==> src/rtl/rfe_pkg.sv <==
`timescale 1ns/1ps
package rfe_pkg;
    typedef enum logic [1:0] {
        ST_IDLE     = 2'd0,
        ST_SEND     = 2'd1,
        ST_WAIT_ACK = 2'd2
    } rfe_state_e;
endpackage

==> src/rtl/rfe_store.sv <==
`timescale 1ns/1ps
module rfe_store #(
    parameter int DEPTH = 16,
    parameter int DW    = 8,
    localparam int AW   = $clog2(DEPTH)
) (
    input  logic          clk,
    input  logic          we,
    input  logic [AW-1:0] waddr,
    input  logic [DW-1:0] wdata,
    input  logic [AW-1:0] raddr,
    output logic [DW-1:0] rdata
);
    logic [DW-1:0] mem [DEPTH];

    always_ff @(posedge clk) begin
        if (we) mem[waddr] <= wdata;
    end

    assign rdata = mem[raddr];
endmodule

==> src/rtl/rfe_fill.sv <==
`timescale 1ns/1ps
module rfe_fill #(
    parameter int DEPTH = 16,
    localparam int CW   = $clog2(DEPTH+1),
    localparam int AW   = $clog2(DEPTH)
) (
    input  logic          clk,
    input  logic          rst_n,
    input  logic          wr_en,
    input  logic          empty_i,   // flush or host acknowledge
    input  logic          flush_i,
    input  logic          maxp_we,
    input  logic [CW-1:0] maxp_in,
    output logic          wr_fire,
    output logic [AW-1:0] wr_addr,
    output logic [CW-1:0] count,
    output logic [CW-1:0] maxp,
    output logic          overrun
);
    logic full_lim;

    assign full_lim = (count >= maxp);
    assign wr_fire  = wr_en && !empty_i && !full_lim;
    assign wr_addr  = count[AW-1:0];

    always_ff @(posedge clk or negedge rst_n) begin
        if (!rst_n) begin
            count   <= '0;
            overrun <= 1'b0;
            maxp    <= CW'(DEPTH);
        end else begin
            if (maxp_we)
                maxp <= (maxp_in > CW'(DEPTH)) ? CW'(DEPTH) : maxp_in;
            if (empty_i)
                count <= '0;
            else if (wr_fire)
                count <= count + CW'(1);
            if (flush_i)
                overrun <= 1'b0;
            else if (wr_en && !empty_i && full_lim)
                overrun <= 1'b1;
        end
    end

    AST_COUNT_BOUND: assert property (@(posedge clk) disable iff (!rst_n)
        count <= CW'(DEPTH));
    AST_FLUSH_EMPTIES: assert property (@(posedge clk) disable iff (!rst_n)
        flush_i |=> (count == '0) && !overrun);
    AST_OVR_STICKY: assert property (@(posedge clk) disable iff (!rst_n)
        overrun && !flush_i |=> overrun);
    AST_DROP_WRITE: assert property (@(posedge clk) disable iff (!rst_n)
        wr_en && !empty_i && full_lim |=> overrun && (count == $past(count)));
    AST_MAXP_CLAMP: assert property (@(posedge clk) disable iff (!rst_n)
        maxp <= CW'(DEPTH));
endmodule

==> src/rtl/rfe_ctrl.sv <==
`timescale 1ns/1ps
module rfe_ctrl
    import rfe_pkg::*;
#(
    parameter int DEPTH = 16,
    localparam int CW   = $clog2(DEPTH+1),
    localparam int AW   = $clog2(DEPTH)
) (
    input  logic          clk,
    input  logic          rst_n,
    input  logic          tok_in,
    input  logic          tok_ack,
    input  logic          set_rdy,
    input  logic          flush,
    input  logic          fb_mode,
    input  logic [CW-1:0] count,
    input  logic [CW-1:0] maxp,
    output logic [AW-1:0] rd_ptr,
    output logic          rsp_valid,
    output logic          rsp_nak,
    output logic [CW-1:0] rsp_len,
    output logic          rd_valid,
    output logic          pkt_rdy,
    output logic          consume
);
    rfe_state_e    state_q, state_d;
    logic [CW-1:0] send_len, remain;
    logic          fb_act, fb_q, accept, last;

    assign fb_act   = fb_mode && (maxp > CW'(DEPTH/2));
    assign send_len = (count < maxp) ? count : maxp;
    assign accept   = (state_q == ST_IDLE) && tok_in && !flush;
    assign last     = (remain == CW'(1));

    // state register
    always_ff @(posedge clk or negedge rst_n) begin
        if (!rst_n) state_q <= ST_IDLE;
        else        state_q <= state_d;
    end

    // next state
    always_comb begin
        state_d = state_q;
        unique case (state_q)
            ST_IDLE: begin
                if (tok_in) begin
                    if (fb_act)
                        state_d = (send_len != '0) ? ST_SEND : ST_IDLE;
                    else if (pkt_rdy)
                        state_d = (send_len != '0) ? ST_SEND : ST_WAIT_ACK;
                end
            end
            ST_SEND:     if (last) state_d = fb_q ? ST_IDLE : ST_WAIT_ACK;
            ST_WAIT_ACK: if (tok_ack) state_d = ST_IDLE;
            default:     state_d = ST_IDLE;
        endcase
        if (flush) state_d = ST_IDLE;
    end

    // outputs
    always_comb begin
        rd_valid = (state_q == ST_SEND);
        consume  = (state_q == ST_WAIT_ACK) && tok_ack && !flush;
    end

    always_ff @(posedge clk or negedge rst_n) begin
        if (!rst_n) begin
            rsp_valid <= 1'b0;
            rsp_nak   <= 1'b0;
            rsp_len   <= '0;
            remain    <= '0;
            fb_q      <= 1'b0;
            rd_ptr    <= '0;
            pkt_rdy   <= 1'b0;
        end else begin
            rsp_valid <= accept;
            if (accept) begin
                rsp_nak <= !fb_act && !pkt_rdy;
                rsp_len <= (fb_act || pkt_rdy) ? send_len : '0;
                remain  <= send_len;
                fb_q    <= fb_act;
                rd_ptr  <= '0;
            end else if (flush || consume) begin
                rd_ptr <= '0;
            end else if (state_q == ST_SEND) begin
                remain <= remain - CW'(1);
                rd_ptr <= last ? '0 : rd_ptr + AW'(1);
            end
            if (flush || consume) pkt_rdy <= 1'b0;
            else if (set_rdy)     pkt_rdy <= 1'b1;
        end
    end

    AST_NAK_EMPTY: assert property (@(posedge clk) disable iff (!rst_n)
        rsp_valid && rsp_nak |-> (rsp_len == '0) && (state_q == ST_IDLE));
    AST_DATA_FOLLOWS: assert property (@(posedge clk) disable iff (!rst_n)
        rsp_valid && !rsp_nak && (rsp_len != '0) |-> rd_valid && (rd_ptr == '0));
    AST_WAIT_HOLDS_RDY: assert property (@(posedge clk) disable iff (!rst_n)
        (state_q == ST_WAIT_ACK) |-> pkt_rdy);
    AST_FB_NEVER_NAK: assert property (@(posedge clk) disable iff (!rst_n)
        rsp_valid |-> !(rsp_nak && $past(fb_act)));
    AST_FB_REWIND: assert property (@(posedge clk) disable iff (!rst_n)
        $past(state_q == ST_SEND) && (state_q == ST_IDLE) |-> (rd_ptr == '0));
endmodule

==> src/rtl/rate_fb_in_ep.sv <==
`timescale 1ns/1ps
module rate_fb_in_ep #(
    parameter int DEPTH = 16,
    parameter int DW    = 8,
    localparam int CW   = $clog2(DEPTH+1),
    localparam int AW   = $clog2(DEPTH)
) (
    input  logic          clk,
    input  logic          rst_n,
    input  logic          cpu_wr_en,
    input  logic [DW-1:0] cpu_wr_data,
    input  logic          cpu_set_rdy,
    input  logic          cpu_flush,
    input  logic          cpu_fb_mode,
    input  logic          cpu_maxp_we,
    input  logic [CW-1:0] cpu_maxp,
    output logic          pkt_rdy,
    output logic          overrun,
    input  logic          tok_in,
    input  logic          tok_ack,
    output logic          rsp_valid,
    output logic          rsp_nak,
    output logic [CW-1:0] rsp_len,
    output logic          rd_valid,
    output logic [DW-1:0] rd_data
);
    logic          wr_fire, consume;
    logic [AW-1:0] wr_addr, rd_ptr;
    logic [CW-1:0] count, maxp;

    rfe_fill #(.DEPTH(DEPTH)) u_fill (
        .clk(clk), .rst_n(rst_n), .wr_en(cpu_wr_en),
        .empty_i(cpu_flush || consume), .flush_i(cpu_flush),
        .maxp_we(cpu_maxp_we), .maxp_in(cpu_maxp),
        .wr_fire(wr_fire), .wr_addr(wr_addr), .count(count),
        .maxp(maxp), .overrun(overrun)
    );

    rfe_store #(.DEPTH(DEPTH), .DW(DW)) u_store (
        .clk(clk), .we(wr_fire), .waddr(wr_addr), .wdata(cpu_wr_data),
        .raddr(rd_ptr), .rdata(rd_data)
    );

    rfe_ctrl #(.DEPTH(DEPTH)) u_ctrl (
        .clk(clk), .rst_n(rst_n), .tok_in(tok_in), .tok_ack(tok_ack),
        .set_rdy(cpu_set_rdy), .flush(cpu_flush), .fb_mode(cpu_fb_mode),
        .count(count), .maxp(maxp), .rd_ptr(rd_ptr),
        .rsp_valid(rsp_valid), .rsp_nak(rsp_nak), .rsp_len(rsp_len),
        .rd_valid(rd_valid), .pkt_rdy(pkt_rdy), .consume(consume)
    );
endmodule

==> config.mk <==
export PLATFORM = sky130hd
export DESIGN_NAME = rate_fb_in_ep
export DESIGN_NICKNAME = d
export VERILOG_FILES = /design/src/rtl/rfe_pkg.sv /design/src/rtl/rfe_store.sv /design/src/rtl/rfe_fill.sv /design/src/rtl/rfe_ctrl.sv /design/src/rtl/rate_fb_in_ep.sv
export SDC_FILE = /design/constraint.sdc
export NUM_CORES = 1
export LEC_CHECK = 0
export CORE_ASPECT_RATIO = 0.7
export CORE_MARGIN = 4
export CORE_UTILIZATION = 45
export DETAILED_ROUTE_END_ITERATION = 8
export GPL_TIMING_DRIVEN = 0
export REMOVE_ABC_BUFFERS = 1
export SLEW_MARGIN = 20
export SYNTH_ARGS = -nofsm -noshare
export SYNTH_HDL_FRONTEND = slang
export SYNTH_SLANG_ARGS = --single-unit
==> constraint.sdc <==
create_clock -name clk -period 3.99 [get_ports clk]
set_input_delay 0.399 -clock clk [delete_from_list [all_inputs] [get_ports clk]]
set_output_delay 0.399 -clock clk [all_outputs]
set_load 0.03 [all_outputs]
### Word level (Yosys, flattened, before mapping)

Memory sizes are Yosys's and may differ from the RTL's.
Index checks and enable logic that the tools add are counted.

| operators by class | value |
|---|---|
| magnitude comparators | 4 |
| $add $sub $neg | 3 |
| equal/unequal tests | 8 |
| mux-type cells | 28 |
| reductions and logical operators | 25 |

Operators by type and width:

| cell | number |
|---|---|
| two-way mux 5 bit | 8 |
| two-way mux 2 bit | 8 |
| two-way mux 4 bit | 4 |
| logical AND 1 bit | 9 |
| nonzero test 2 bit | 4 |
| two-way mux 1 bit | 7 |
| != test 3 bit, second input constant | 2 |
| one-hot mux 2 bit (3 select lines) | 1 |
| adder 5 x 1 -> 5 bit, second input constant | 1 |
| equality test 5 x 1 -> 1 bit, second input constant | 1 |
| greater-or-equal comparator 5 bit | 1 |
| > comparator 5 x 4 -> 1 bit, second input constant | 1 |
| > comparator 5 bit, second input constant | 1 |
| logical NOT 1 bit | 5 |
| less-than comparator 5 bit | 1 |
| nonzero test 5 bit | 1 |
| subtractor 5 x 1 -> 5 bit, second input constant | 1 |
| adder 4 x 1 -> 4 bit, second input constant | 1 |
| != test 4 x 2 -> 1 bit, second input constant | 1 |
| AND reduction 4 bit | 1 |
| != test 3 x 2 -> 1 bit, second input constant | 1 |
| nonzero test 3 bit | 1 |
| equality test 2 x 1 -> 1 bit, second input constant | 1 |
| equality test 2 bit, second input constant | 1 |
| other kinds (4) | 5 |

| word-level totals | value |
|---|---|
| bits in writable memories | 128 |
| input port bits | 22 |
| memories kept | 1 |
| word-level logic and storage cells | 80 |
| register bits after elaboration | 31 |

Memory list:

| name | depth | width | read ports | clocked after memory_dff | write ports | line | source |
|---|---|---|---|---|---|---|---|
| u_store.mem | 16 | 8 | 1 | 0 | 1 | rfe_store.sv:14 | `logic [DW-1:0] mem [DEPTH];` |

### Longest topological paths before layout

| logic depth | value |
|---|---|
| depth in word-level cells | 9 |
| depth in mapped cells | 8 |
| mapped depth without buffers | 7 |

### By module

Synthesis repeated with hierarchy kept, for this count alone.

| second synthesis, totals | value |
|---|---|
| cells, all modules | 412 |
| area total of the unflattened synthesis | 6817.8 µm² |

Modules (own cells, without submodules):

| module | area an instance (µm²) | cells each | instances |
|---|---|---|---|
| rfe_store | 4987.3 | 221 | 1 |
| rfe_ctrl | 1166.1 | 121 | 1 |
| rfe_fill | 658.1 | 69 | 1 |
| rate_fb_in_ep | 6.3 | 1 | 1 |

### Worst setup path before layout

Ideal clock, no wire load.

| timing path | value |
|---|---|
| kind | register to register |
| start point | register u_fill.maxp[4] |
| end point | memory u_store.mem[0][0] (enable) |
| arrival | 2396 ps |
| library setup time | 383 ps |
| required time | 3607 ps |
| clock period less this slack | 2779 ps |
| stages on the path, launching flop included | 9 |
| path slack | 1211 ps |
| buffers on the path | 1 |
| cell sequence | dfstp_2 -> inv_1 -> ha_1 -> a21oi_1 -> o221a_2 -> and3_1 -> clkbuf_1 -> nand2_1 -> nor3_1 |

| between the ends | value |
|---|---|
| word-level cells in the longest chain between the ends | 5 |

Ends and longest elaborated chain:

| what | line | source |
|---|---|---|
| from (decl) | rfe_fill.sv:17 | `output logic [CW-1:0] maxp,` |
| from (signal assigned) | rfe_fill.sv:30 | `maxp <= CW'(DEPTH);` |
| from (signal assigned) | rfe_fill.sv:33 | `maxp <= (maxp_in > CW'(DEPTH)) ? CW'(DEPTH) : maxp_in;` |
| greater-or-equal comparator 5 bit | rfe_fill.sv:22 | `assign full_lim = (count >= maxp);` |
| logical NOT 1 bit | rfe_fill.sv:23 | `assign wr_fire = wr_en && !empty_i && !full_lim;` |
| logical AND 1 bit | rfe_fill.sv:23 |  |
| two-way mux 1 bit | rfe_store.sv:17 | `if (we) mem[waddr] <= wdata;` |
| two-way mux 1 bit (implied by the code) | rfe_store.sv:17 |  |
| to (decl) | rfe_store.sv:14 |  |

Every way passes these cells.

### Final worst setup path

| timing path | value |
|---|---|
| start point | register u_ctrl.rd_ptr[0] |
| end point | output port rd_data[1] |

| between the ends | value |
|---|---|
| word-level cells in the longest chain between the ends | 1 |

Ends and longest elaborated chain:

| what | line | source |
|---|---|---|
| from (decl) | rfe_ctrl.sv:18 | `output logic [AW-1:0] rd_ptr,` |
| from (signal assigned) | rfe_ctrl.sv:87 | `rd_ptr <= last ? '0 : rd_ptr + AW'(1);` |
| memory read (16 x 8 bit) | n/a |  |
| to (decl) | rate_fb_in_ep.sv:25 | `output logic [DW-1:0] rd_data` |

Every way passes these cells.

==> results.cfg <==
[drt]
drc = 0
drt-total-wl_um = 13200
drt_iter0_drc = 271
drtPass1Iterations = 5
ant_nets = 0
vias_per_cell = 5.55
avgRoutedWirePerCell_um = 20.9
vias = 3501

[status]
status = finished, final reports clean

[pwr]
leakagePower_nw = 2.69
cellPowerDensity_nw_per_um2 = 482
totalPowerFinal_mw = 3.79
vdd_ir_drop_max_v = 0.000333

[synthesis]
ys.flop_type = edfxtp_1
syn_area_um2 = 6740
synth-compound-area-share_pct = 3.97
yosysWarnings = 0
synth_xor_area_share_pct = 0.650
syn_area_per_cell_um2 = 17.7
synth_top_cell_by_area = edfxtp_1
synth_top_area_share_pct = 57.0
syn_inst = 381
synthAdderAreaFrac_pct = 2.23
ys_types = 45
seq_area_frac_synth_pct = 68.6
ys_seq_elements = 159
synth_top_family_by_area = multiplexers
synth.area.top_cells = edfxtp_1 (57%), dfrtp_1 (11%), mux4_1 (11%)
synth-simple-area-share_pct = 6.35
synth_edf_count = 128
synthMuxAreaShare_pct = 16.0
synthArstFlopShare_pct = 19.5

[layout]
drive_above_1_share_pct = 13.5
area_delta_synth_final_pct = 16.8
diodes = 0
fin_cells = 631
nNetsFinal = 457
utilization_pct = 53.7

[timing]
rsz0062_at_grt = no
fmax_ghz = 0.284
max_slew_margin_pct = 36.3
tightest_slew_ns = 0.950
finClkSkew_ns = 0.00670
final.setup.tns_ns = 0
finalHoldViolCount = 0
min_period_over_period_pct = 88.4
setup_slack_ns = 0.463
setup_viol = 0
period_needed_ns = 3.53
drv_slew = 0

[global_routing]
grt_start_max_net_pins = 32
grt_pass1_wl_um = 20300
antenna_found_initial = 0
grt_pass1_vias = 3414
grt_usage_pct = 16.5
grt_overflow = 0

[cts]
hold_buffers = 0
clkTransAtPathRegs_ns = 0.07
cts.path.max_buffers = 2
cts_sinks = 159
cts-resized-gates = 0
numCtsBuffers = 17
tritoncts = done
worst_skew_pair.late_latency_ns = 0.42
postCtsSetupRepairBufs = 0
root_buffer = clkbuf_16
htreeDepth = 4

[setup_path]
worstPathCellList = buf_12, mux4_1, mux4_2, clkdlybuf4s50_1
cp.arrival_ns = 3.13
crit_fanout = 23
end_kind = primary output
startpoint_type = register
cp.required_ns = 3.59
slowest_delay_ns = 0.67
critPathBufInv = 2
critPathKind = register to primary output
cp_slowest_cell = mux4_1
cp_top_family = multiplexers

[placed_design]
place.gp.congestion = 0.786
dp.cells = 599
dp_hpwl_um = 8790
place_ws_ns = 0.898
io_buffers = 39

[flow_run]
cap_violations = 0

[floorplan]
fp.dieW_um = 154
core_region_area_um2 = 14700
die_height_um = 110
die-area_um2 = 17000
start_util_pct = 45.9
rows = 37
ios = 40

[min_path]
min_path_type = input port to async pin
[power breakdown]
part | switching, mW | internal [mW] | total, mW
registers | 0.0517 | 1.85 | 1.90
logic | 0.225 | 0.174 | 0.399
clock network | 0.681 | 0.812 | 1.49
[kinds of logic (layout without fill, tap and decap cells)]
group | after synthesis | after routing
flops | 159 | 159
fa+ha+maj | 12 | 12
mux | 47 | 47
simple gates | 84 | 84
compound gates | 44 | 44
buf+inv | 30 | 85
xor+xnor | 5 | 5
[cell usage in the layout, fill, tap and decap left out, types with 17 or more instances in the layout]
master and instances:
mux4_1 28, o21ai_0 18, clkdlybuf4s50_1 38, nand2_1 23
clkbuf_16 17, dfrtp_1 28, nor2_1 24, edfxtp_1 128
[final cells by class]
class / instances / area, um^2
fill: 1156 / 6800
multi-input combinational: 192 / 1990
clock inverter: 15 / 125
inverter: 12 / 45.0
clock buffer: 17 / 425
sequential: 159 / 4620
tap: 195 / 244
timing repair buffer: 41 / 425
[worst paths after layout]
path	slack [ns]	from	cells past startpoint	end
worst max-delay path	0.46	u_ctrl.rd_ptr[0]	4	rd_data[1]
worst min-delay path	0.03	rst_n	1	u_fill.maxp[0]
worst max register to register	0.89	u_fill.count[2]	6	u_store.mem[1][1]
worst min register to register	0.48	u_ctrl.fb_q	2	u_ctrl.fb_q
max in group asynchronous	3.45	rst_n	1	u_ctrl.rd_ptr[0]
min in group clk	0.48	u_ctrl.fb_q	2	u_ctrl.fb_q
[worst register-to-register path, cell delays in order, from the launching register on]
cell,delay [ns]
dfrtp_1,0.65
ha_1,0.33
a21oi_1,0.25
o221a_2,0.28
and3_1,0.27
nand2_1,0.18
nor3_2,0.75
[state kept, by name, summed over array words and instances, names as in the netlist, 2 cells and up]
register / flops
u_ctrl.rd_ptr: 4
u_ctrl.remain: 5
u_ctrl.rsp_len: 5
u_ctrl.state_q: 2
u_fill.count: 5
u_fill.maxp: 5
u_store.mem: 128
[synth_stat cells (4+ instances only)]
library cell / number
nor3_1: 7
mux4_1: 28
xor2_1: 4
nand2_1: 23
nor2_1: 24
o21ai_0: 18
clkbuf_1: 12
nand2b_1: 4
ha_1: 12
nand4_1: 4
inv_1: 11
edfxtp_1: 128
mux4_2: 12
a21oi_1: 12
nand3b_1: 4
nand3_1: 4
mux2i_1: 7
dfrtp_1: 30
[stage by stage]
| stage | instance area (um^2) | hold WS, ns |
|---|---|---|
| 4_1_cts | 7870 | 0.0529 |
| 5_1_grt | 7870 | 0.0884 |
| 3_3_place_gp | 7270 | 0.463 |
| 6_report | 7870 | 0.0301 |
| 2_1_floorplan | 6630 | 0.103 |
| 3_5_place_dp | 7320 | 0.468 |
[per-layer routing]
layer  part of all wire (%)  wire, um  track usage (%)  vias to the layer above
met1                     50      6520             26.6                     1768
met4                   0.82       108             4.35                        0
met2                     43      5610             22.6                      107
met3                    7.0       917             3.43                       11
li1                       -         -                -                     1615
met5                      0         0                0                        -
Power figures use the tool's default switching activity.
